## config.mk

```make
export PLATFORM = sky130hd
export DESIGN_NAME = quad_reg_core
export DESIGN_NICKNAME = d
export VERILOG_FILES = /design/src/rtl/qrc_pkg.sv /design/src/rtl/qrc_decode.sv /design/src/rtl/qrc_alu.sv /design/src/rtl/qrc_regfile.sv /design/src/rtl/qrc_pc.sv /design/src/rtl/quad_reg_core.sv
export SDC_FILE = /design/constraint.sdc
export NUM_CORES = 1
export LEC_CHECK = 0
export BUFFER_PORTS_ARGS = -buffer_cell sky130_fd_sc_hd__buf_4
export CAP_MARGIN = 10
export CORE_MARGIN = 2
export CORE_UTILIZATION = 45
export CTS_BUF_LIST = sky130_fd_sc_hd__clkbuf_4
export DETAILED_ROUTE_END_ITERATION = 16
export MAX_ROUTING_LAYER = met4
export PLACE_DENSITY_LB_ADDON = 0.3
export SLEW_MARGIN = 20
export SYNTH_ARGS = -nofsm -noshare
export SYNTH_HDL_FRONTEND = slang
export SYNTH_SLANG_ARGS = --single-unit
export TNS_END_PERCENT = 10
```

## constraint.sdc

```tcl
create_clock -name clk -period 3.96 [get_ports clk]
set_input_delay 0.792 -clock clk [delete_from_list [all_inputs] [get_ports clk]]
set_output_delay 0.792 -clock clk [all_outputs]
set_load 0.005 [all_outputs]
```

## src/rtl/qrc_pkg.sv

```systemverilog
package qrc_pkg;

    typedef enum logic [2:0] {
        K_LOAD  = 3'd0,
        K_STORE = 3'd1,
        K_COPY  = 3'd2,
        K_INV   = 3'd3,
        K_ADD   = 3'd4,
        K_SUB   = 3'd5,
        K_JMP   = 3'd6,
        K_JCOND = 3'd7
    } kind_e;

    typedef struct packed {
        kind_e      kind;
        logic [1:0] dst;
        logic [1:0] src;
        logic       wr_reg;
    } dec_t;

    localparam int INSN_W = 7;

endpackage

```

## src/rtl/qrc_decode.sv

```systemverilog
module qrc_decode
    import qrc_pkg::*;
(
    input  logic [INSN_W-1:0] instr_i,
    output dec_t              dec_o
);

    logic [1:0] cls;
    logic       mdf;

    assign cls = instr_i[6:5];
    assign mdf = instr_i[4];

    always_comb begin
        dec_o.dst    = instr_i[3:2];
        dec_o.src    = instr_i[1:0];
        dec_o.wr_reg = 1'b0;
        dec_o.kind   = K_COPY;
        case ({cls, mdf})
            3'b000: begin dec_o.kind = K_LOAD;  dec_o.wr_reg = 1'b1; end
            3'b001: begin dec_o.kind = K_STORE;                      end
            3'b010: begin dec_o.kind = K_COPY;  dec_o.wr_reg = 1'b1; end
            3'b011: begin dec_o.kind = K_INV;   dec_o.wr_reg = 1'b1; end
            3'b100: begin dec_o.kind = K_ADD;   dec_o.wr_reg = 1'b1; end
            3'b101: begin dec_o.kind = K_SUB;   dec_o.wr_reg = 1'b1; end
            3'b110: begin dec_o.kind = K_JMP;                        end
            default: begin dec_o.kind = K_JCOND;                     end
        endcase
    end

endmodule

```

## src/rtl/qrc_alu.sv

```systemverilog
module qrc_alu
    import qrc_pkg::*;
#(
    parameter int W = 8
) (
    input  kind_e        kind_i,
    input  logic [W-1:0] a_i,
    input  logic [W-1:0] b_i,
    input  logic [W-1:0] mem_i,
    output logic [W-1:0] res_o
);

    always_comb begin
        case (kind_i)
            K_LOAD:  res_o = mem_i;
            K_INV:   res_o = ~b_i;
            K_ADD:   res_o = a_i + b_i;
            K_SUB:   res_o = a_i - b_i;
            default: res_o = b_i;
        endcase
    end

endmodule

```

## src/rtl/qrc_regfile.sv

```systemverilog
module qrc_regfile #(
    parameter  int W    = 8,
    parameter  int NREG = 4,
    localparam int SW   = $clog2(NREG)
) (
    input  logic          clk,
    input  logic          rst,
    input  logic          we_i,
    input  logic [SW-1:0] waddr_i,
    input  logic [W-1:0]  wdata_i,
    input  logic [SW-1:0] raddr_a_i,
    input  logic [SW-1:0] raddr_b_i,
    output logic [W-1:0]  rdata_a_o,
    output logic [W-1:0]  rdata_b_o
);

    logic [NREG-1:0][W-1:0] regs_d, regs_q;

    always_comb begin
        regs_d = regs_q;
        if (rst) begin
            regs_d = '0;
        end else if (we_i) begin
            regs_d[waddr_i] = wdata_i;
        end
    end

    always_ff @(posedge clk) begin
        regs_q <= regs_d;
    end

    assign rdata_a_o = regs_q[raddr_a_i];
    assign rdata_b_o = regs_q[raddr_b_i];


    regs_cleared_chk: assert property (@(posedge clk) rst |=> (regs_q == '0));


    no_write_hold_chk: assert property (@(posedge clk) disable iff (rst)
        !we_i |=> $stable(regs_q));

    for (genvar g = 0; g < NREG; g++) begin : g_hold

        other_reg_hold_chk: assert property (@(posedge clk) disable iff (rst)
            (!we_i || (waddr_i != SW'(g))) |=> $stable(regs_q[g]));
    end

endmodule

```

## src/rtl/qrc_pc.sv

```systemverilog
module qrc_pc
    import qrc_pkg::*;
#(
    parameter int AW = 8
) (
    input  logic          clk,
    input  logic          rst,
    input  kind_e         kind_i,
    input  logic          cond_i,
    input  logic [AW-1:0] target_i,
    output logic [AW-1:0] pc_o
);

    logic [AW-1:0] pc_d, pc_q;

    always_comb begin
        pc_d = pc_q + AW'(1);
        case (kind_i)
            K_LOAD, K_STORE: pc_d = pc_q + AW'(2);
            K_JMP:           pc_d = target_i;
            K_JCOND:         pc_d = cond_i ? target_i : pc_q + AW'(2);
            default:         pc_d = pc_q + AW'(1);
        endcase
        if (rst) pc_d = '0;
    end

    always_ff @(posedge clk) begin
        pc_q <= pc_d;
    end

    assign pc_o = pc_q;


    pc_reset_chk: assert property (@(posedge clk) rst |=> (pc_q == '0));


    short_step_chk: assert property (@(posedge clk) disable iff (rst)
        (kind_i inside {K_COPY, K_INV, K_ADD, K_SUB}) |=> (pc_q == $past(pc_q) + AW'(1)));


    long_step_chk: assert property (@(posedge clk) disable iff (rst)
        ((kind_i inside {K_LOAD, K_STORE}) || (kind_i == K_JCOND && !cond_i))
        |=> (pc_q == $past(pc_q) + AW'(2)));


    jump_target_chk: assert property (@(posedge clk) disable iff (rst)
        ((kind_i == K_JMP) || (kind_i == K_JCOND && cond_i)) |=> (pc_q == $past(target_i)));

endmodule

```

## src/rtl/quad_reg_core.sv

```systemverilog
module quad_reg_core
    import qrc_pkg::*;
#(
    parameter int W  = 8,
    parameter int AW = 8
) (
    input  logic              clk,
    input  logic              rst,
    output logic [AW-1:0]     imem_addr_o,
    input  logic [INSN_W-1:0] imem_word_i,
    input  logic [AW-1:0]     imem_ext_i,
    input  logic              cond_i,
    output logic [AW-1:0]     dmem_addr_o,
    output logic [W-1:0]      dmem_wdata_o,
    output logic              dmem_we_o,
    input  logic [W-1:0]      dmem_rdata_i
);

    localparam int NREG = 4;

    dec_t         dec;
    logic [W-1:0] opnd_a, opnd_b, result;

    qrc_decode u_dec (
        .instr_i (imem_word_i),
        .dec_o   (dec)
    );

    qrc_regfile #(.W(W), .NREG(NREG)) u_rf (
        .clk       (clk),
        .rst       (rst),
        .we_i      (dec.wr_reg),
        .waddr_i   (dec.dst),
        .wdata_i   (result),
        .raddr_a_i (dec.dst),
        .raddr_b_i (dec.src),
        .rdata_a_o (opnd_a),
        .rdata_b_o (opnd_b)
    );

    qrc_alu #(.W(W)) u_alu (
        .kind_i (dec.kind),
        .a_i    (opnd_a),
        .b_i    (opnd_b),
        .mem_i  (dmem_rdata_i),
        .res_o  (result)
    );

    qrc_pc #(.AW(AW)) u_pc (
        .clk      (clk),
        .rst      (rst),
        .kind_i   (dec.kind),
        .cond_i   (cond_i),
        .target_i (imem_ext_i),
        .pc_o     (imem_addr_o)
    );

    assign dmem_addr_o  = imem_ext_i;
    assign dmem_wdata_o = opnd_b;
    assign dmem_we_o    = (dec.kind == K_STORE);


    strobe_only_store_chk: assert property (@(posedge clk) disable iff (rst)
        dmem_we_o |-> (imem_word_i[6:4] == 3'b001));


    store_strobe_chk: assert property (@(posedge clk) disable iff (rst)
        (imem_word_i[6:4] == 3'b001) |-> dmem_we_o);

endmodule

```

==> results of run 1 <==
-- placed cells by master, fill, tap and decap left out, drive strengths merged, types with 2 or more instances in the layout --
cell | Yosys | final
a22o | 4 | 4
xnor2 | 12 | 12
mux2i | 21 | 21
and3 | 6 | 6
nand3 | 11 | 11
dfxtp | 40 | 40
xor2 | 5 | 5
a22oi | 8 | 8
nor3 | 8 | 8
buf | 19 | 61
nor2 | 41 | 41
a211oi | 13 | 13
nor4b | 3 | 3
o21ai | 17 | 17
nand2b | 8 | 8
nor2b | 5 | 5
ha | 10 | 10
nand2 | 33 | 33
nor3b | 4 | 4
clkbuf | 13 | 5
a31oi | 5 | 5
mux4 | 16 | 16
inv | 11 | 11
o41ai | 2 | 2
nand3b | 3 | 3
a21oi | 22 | 22
o21a | 2 | 2
-- synth_stat cells, drive strengths merged, types with 4 or more instances --
library cell	instances	area (µm²)
clkbuf	13	50.0
xor2	5	43.8
dfxtp	40	801
a21oi	22	110
nor2	41	154
nor3b	4	35.0
xnor2	12	105
mux4	16	375
nand3	11	55.1
a22oi	8	65.1
nand2	33	124
nand2b	8	50.1
nor3	8	51.3
mux2i	21	210
buf	19	124
a22o	4	35.0
nor2b	5	31.3
ha	10	125
o21ai	17	85.1
a211oi	13	97.6
and3	6	37.5
inv	11	41.3
a31oi	5	31.3
-- sequential cells by signal (all words and copies together) (netlist names) --
signal / cells
u_pc.pc_o: 8
u_rf.regs_q: 32
-- report_power, final --
group | internal [µW] | switching [µW]
Clock | 132 | 144
Combinational | 208 | 227
Sequential | 429 | 27.9
-- final timing paths --
| kind | from | endpoint | slack (ps) | cells past startpoint |
|---|---|---|---|---|
| hold reg to reg | u_rf.regs_q[9] | u_rf.regs_q[9] | 480 | 2 |
| setup reg to reg | u_rf.regs_q[24] | u_rf.regs_q[5] | 570 | 13 |
| hold / removal | u_rf.regs_q[9] | u_rf.regs_q[9] | 480 | 2 |
| setup / recovery | imem_word_i[0] | u_rf.regs_q[5] | 300 | 12 |
-- final cells by class --
cell class | instances | share of cell area [%]
multi-input cells | 276 | 58.5
flip-flops and latches | 40 | 22.4
repair buffers | 61 | 12.8
well taps | 80 | 2.80
clock inverters | 3 | 1.19
inverters | 11 | 1.16
clock buffers | 5 | 1.05
-- cells by family after synthesis --
kind of cell	share of synthesized area, %
simple gates	19.7
compound gates	18.0
buf+inv	6.93
flops	25.8
mux	19.3
xor+xnor	5.52
fa+ha+maj	4.67
-- worst reg2reg max path, stage by stage (launching register included) --
cell and delay (ps):
dfxtp_1 350, mux4_2 480, inv_1 70, ha_1 170, nand2b_1 80, o21ai_0 210
xor2_1 170, ha_1 280, and2_1 170, a221o_1 350, o21a_1 190, o31ai_1 500
nand3b_1 160, a21oi_1 140
-- per-layer routing --
layer | share of wire, % | wire, µm | vias to the layer above
met4 | 1.5 | 127 | 0
met2 | 46 | 3790 | 60
met1 | 47 | 3910 | 1401
met5 | 0 | 0 | -
met3 | 5.0 | 412 | 13
li1 | - | - | 1377
-- per-stage QoR --
step / total power [µW] / instance area (µm²)
after floorplan: 770 / 3110
after global placement: 882 / 3490
after detailed placement: 896 / 3490
after CTS: 1170 / 3570
after global routing: 1230 / 3570
final: 1170 / 3570
==> impl_results.md, run 1 <==
* Status: finished clean
* Largest net degree at the start of global routing at 41
* Setup tns final at 0 ps
* Resized cells post-CTS at 0
* RSZ-0062 raised after global routing: false
* Clk_lat worst skew at approximately 360 ps
* Wire per inst at about 17 µm
* Input/output buffers at 50
* Max-slew violation count at 0
* Fmax achieved at 273 MHz
* Final Skew at 8.39 ps
* Critical-path cell list: buf_4 -> mux4_1 -> nand2b_1 -> o21ai_0 -> xor2_1 -> ha_1 -> and2_1 -> a221o_1 -> o21a_1 -> o31ai_1 -> nand3b_1 -> a21oi_1
* Min Clock Period, post-route at approximately 3700 ps
* Clock root cell: clkbuf_4
* Fill count at 611
* Die X at 87.1 µm
* Worst-Margin Slew at 869 ps
* Postcts setup bufs at 0
* Final ANT Viol Nets at 0
* Area growth syn-to-layout at 14.9%
* Post-place setup slack at -76.7 ps
* H-tree levels at 2
* Post-synth EDFFs at 0
* DR DRC count at 0
* Layer with the highest usage: met2
* Crit Path Max Fanout at 6
* Full die area at approximately 7600 µm²
* Mean Syn Cell Area at 8.65 µm²
* # rows at 30
* #FFs+latches synth at 40
* Pwr per Cell Area at 327 nW/µm²
* Clk slew on worst S/H paths at 120 ps
* Total leakage power at 0.00143 µW
* Critical path's largest stage delay at 650 ps
* CP top delay family: compound AO/OA/AOI/OAI gates
* Final Hold Vio Count at 0
* WS Path Type: input pin to flip-flop
* Post-synth top flop: dfxtp_1
* # clock sinks at 40
* CTS Hold Bufs at 0
* Area of the multi-input gates at around 2100 µm²
* Initial Util at 46.2%
* DR iter-0 viols at 105
* Max cap viols at 0
* Worst setup margin at 296 ps
* Sequential element share of the synthesized area at 25.8%
* Util after Layout at between 50 and 60%
* Core area at 6720 µm²
* Peak VDD IR at 0.000142 V
* Post-synthesis async set-or-reset flop share at 0%
* Diode count at 0
* Met1 Resource Use GR at 29.8%
* DR pass1 iterations at 4
* Fin Hold WS at 485 ps
* Met2 Usage GRT at 35.0%
* Placer congestion estimate at 0.905
* Slew headroom at between 40% and 50%
* Ys Warns at 0
* Netlist cell types at 53
* Ports at 51
* Hold Path Class: flip-flop to flip-flop
* Met3 Use GR at ~5.6%
* Gr usage total at 22.6%
* Nets at 432
* Syn_nets at slightly below 400
* Global-route wire length before repair at 13000 µm
* Total number of vias at ~2900
* Slowest CP cell: mux4_1
* Crit share post-route at 92.5%
* Layout cells sized above 1 at 22.7%
* Routed wire length at 8240 µm
* WP buf/inv at 1
* CP Data Arrival Time at 3960 ps
* Critical Path RT at 4260 ps
* Vias in the first global route at between 2000 and 3000
* Setup crit end kind: flip-flop
* Gate Count Post-Synth at 359
* Post-DR vias/cell at 5.99
* Grt total ovfl at 0
* Placed insts at about 470
* CTS tree: built
* Die H at 87.1 µm
* Sequential cell area at 801 µm²
* Synthesized cell area at 3110 µm²
* TritonCTS Buffers at 5
* DPL Wire Length at 6180 µm
* Non-Filler Instances at between 400 and 500
* Initial antenna violation count at 0
* Clock Path Buffers at 2
* Final Setup Violations at 0
* CP Launch Type: input pin
No activity file was read; power rests on OpenSTA's default activity.
==> run 2, diff against run 1 <==
BUFFER_PORTS_ARGS = not set   (was -buffer_cell sky130_fd_sc_hd__buf_4)
DONT_BUFFER_PORTS = 1   (was not set)
clock period = 3.4 ns   (was 3.96 ns; I/O delays follow)
==> run 2 against run 1 <==
  * First-iteration DRC count increased by 64%
  * Critical endpoint is now u_rf.regs_q[22]
  * Wire length shrank 3.4%
  * Register-to-register slack worse by 240 ps
  * Global-route usage is 0.20 points lower
==> impl_results.md, run 2 (synthesis gave the netlist of run 1 again) <==
* Status: finished clean
* Met1 Resource Use GR at 30.1% (+0.32 points)
* WP buf/inv at 2 (+1)
* CTS tree: built
* Total number of vias at 2667 (-6.5%)
* Resized cells post-CTS at 0 (unchanged)
* Final Setup Violations at 0 (unchanged)
* Clock Path Buffers at 2 (unchanged)
* Initial antenna violation count at 0 (unchanged)
* Setup crit end kind: flip-flop
* Gr usage total at 22.4% (-0.20 points)
* Fmax achieved at 326 MHz
* Slew headroom at 41.1% (-0.73 points)
* Largest register FFs at 32 (unchanged)
* Crit path top cell by count: o21ai_0
* Min Clock Period, post-route at a little over 3000 ps
* DR iter-0 viols at 172 (+64%)
* # clock sinks at 40 (unchanged)
* Grt total ovfl at 0 (unchanged)
* Critical R2R Capture: u_rf.regs_q[22]
* Layer with the highest usage: met2
* Layout cells sized above 1 at 12.9% (-9.9 points)
* Final ANT Viol Nets at 0 (unchanged)
* Diode count at 0 (unchanged)
* Total leakage power at 0.00119 µW (-17%)
* Worst-Margin Slew at 880 ps (+11.0 ps)
* Clk slew on worst S/H paths at 130 ps (about the same)
* # rows at 30 (unchanged)
* Ports at 51 (unchanged)
* WS Path Type: flip-flop to flip-flop
* Wire per inst at 18.5 µm (+7.0%)
* CP Data Arrival Time at 3320 ps (-640 ps)
* Clock root cell: clkbuf_4
* R2R cell count at 13 (unchanged)
* CP Launch Type: flip-flop
* Critical path's largest stage delay at 480 ps (-170 ps)
* Clk_lat worst skew at 360 ps (about the same)
* Final Hold Vio Count at 0 (unchanged)
* CP top delay family: adder cells
* Critical Path RT at 3650 ps (-610 ps)
* Routed wire length at 7960 µm (-3.4%)
* Total power at 1230 µW (+5.7%)
* Crit Path Max Fanout at 4 (-2)
* Postcts setup bufs at 0 (unchanged)
* DR DRC count at 0 (unchanged)
* Max cap viols at 0 (unchanged)
* Commonest cells after routing, fill and taps aside: 41 x nor2_1, 40 x dfxtp_1, 33 x nand2_1
* Die H at 87.1 µm (unchanged)
* Hold Path Class: input pin to flip-flop
* Met3 Use GR at 7.30% (+1.7 points)
* Die X at 87.1 µm (unchanged)
* Crit share post-route at between 90% and 100%
* Met2 Usage GRT at 33.7% (-1.3 points)
* Core area at 6720 µm² (unchanged)
* Largest net degree at the start of global routing at 42 (+2.4%)
* Worst min-delay path startpoint: rst
* Global-route wire length before repair at 12800 µm (-1.6%)
* TritonCTS Buffers at 5 (unchanged)
* Slowest CP cell: mux4_2
* Vias in the first global route at 2430 (-7.9%)
* R2r setup slk at 330 ps (-240 ps)
* Worst R2R Start: u_rf.regs_q[8]
* H-tree levels at 2 (unchanged)
* Max-slew violation count at 0 (unchanged)
* Final Skew at 13.8 ps (+5.38 ps)
* RSZ-0062 raised after global routing: false
* Critical-path cell list: mux4_2 -> inv_1 -> ha_1 -> nand2_1 -> o21ai_0 -> fa_1 -> nor2b_1 -> o21ai_0 -> a21boi_1 -> nor4b_1 -> nor4b_2 -> buf_4 -> o21ai_0
* Area growth syn-to-layout at 3.71%
* DR pass1 iterations at 4 (unchanged)
* DPL Wire Length at 5960 µm (-3.5%)
* Commonest non-fill, non-tap cell in the layout: nor2_1
* Hold Path End: u_rf.regs_q[3]
* Post-DR vias/cell at 6.20 (+3.6%)
* Biggest register: u_rf.regs_q
* Worst setup margin at 334 ps (+37.4 ps)
* Pwr per Cell Area at 383 nW/µm² (+17%)
* Input/output buffers at 0 (-100%)
* Full die area at 7580 µm² (unchanged)
* Initial Util at 46.2% (unchanged)
* CTS Hold Bufs at 0 (unchanged)
* Peak VDD IR at 0.000131 V (-7.4%)
* Placer congestion estimate at 0.852 (-5.8%)
* Nets at 386 (-11%)
* Post-place setup slack at -74.4 ps (+2.31 ps)
* Hold path depth at 1 (-1)
run 2: metal layers:
layer	wire (µm)	up-vias
met5	0	-
met4	46	0
met3	565	4
met2	3800	73
met1	3550	1306
li1	-	1284
run 2: cell type report:
type / count / area (µm²)
repair buffers: 15 / 113
fillers: 653 / 3500
clock buffers: 5 / 37.5
inverters: 11 / 41.3
well taps: 80 / 100
flip-flops and latches: 40 / 801
multi-input cells: 276 / 2110
clock inverters: 3 / 18.8
run 2: report_power, final:
group	internal, µW	switching, µW	total (µW)
sequential	500	33.7	533
combinational	216	235	451
clock	78.0	171	249
run 2: how the worst max path moves through the flow:
| stage | from | end | slack [ps] | depth (start not counted) |
|---|---|---|---|---|
| after global routing | u_rf.regs_q[8] | u_rf.regs_q[20] | 90 | 12 |
| after floorplan | imem_word_i[0] | u_rf.regs_q[5] | -110 | 14 |
| after detailed placement | imem_word_i[0] | u_rf.regs_q[22] | -70 | 13 |
| after CTS | u_rf.regs_q[8] | u_rf.regs_q[22] | 270 | 13 |
| final | u_rf.regs_q[8] | u_rf.regs_q[22] | 330 | 13 |
| after global placement | imem_word_i[0] | u_rf.regs_q[14] | 2 | 13 |
run 2: through the flow:
step                hold slack [ps]  utilization (%)  std cells  TNS (ps)  area (µm²)
floorplan                       442                -        359      -372        3130
global route                    345             48.0        430         0        3220
CTS                             363             48.0        430         0        3220
detailed placement              455             47.1        422      -257        3170
global placement                453             47.1        422         0        3170
finish                          375             48.0        430         0        3220
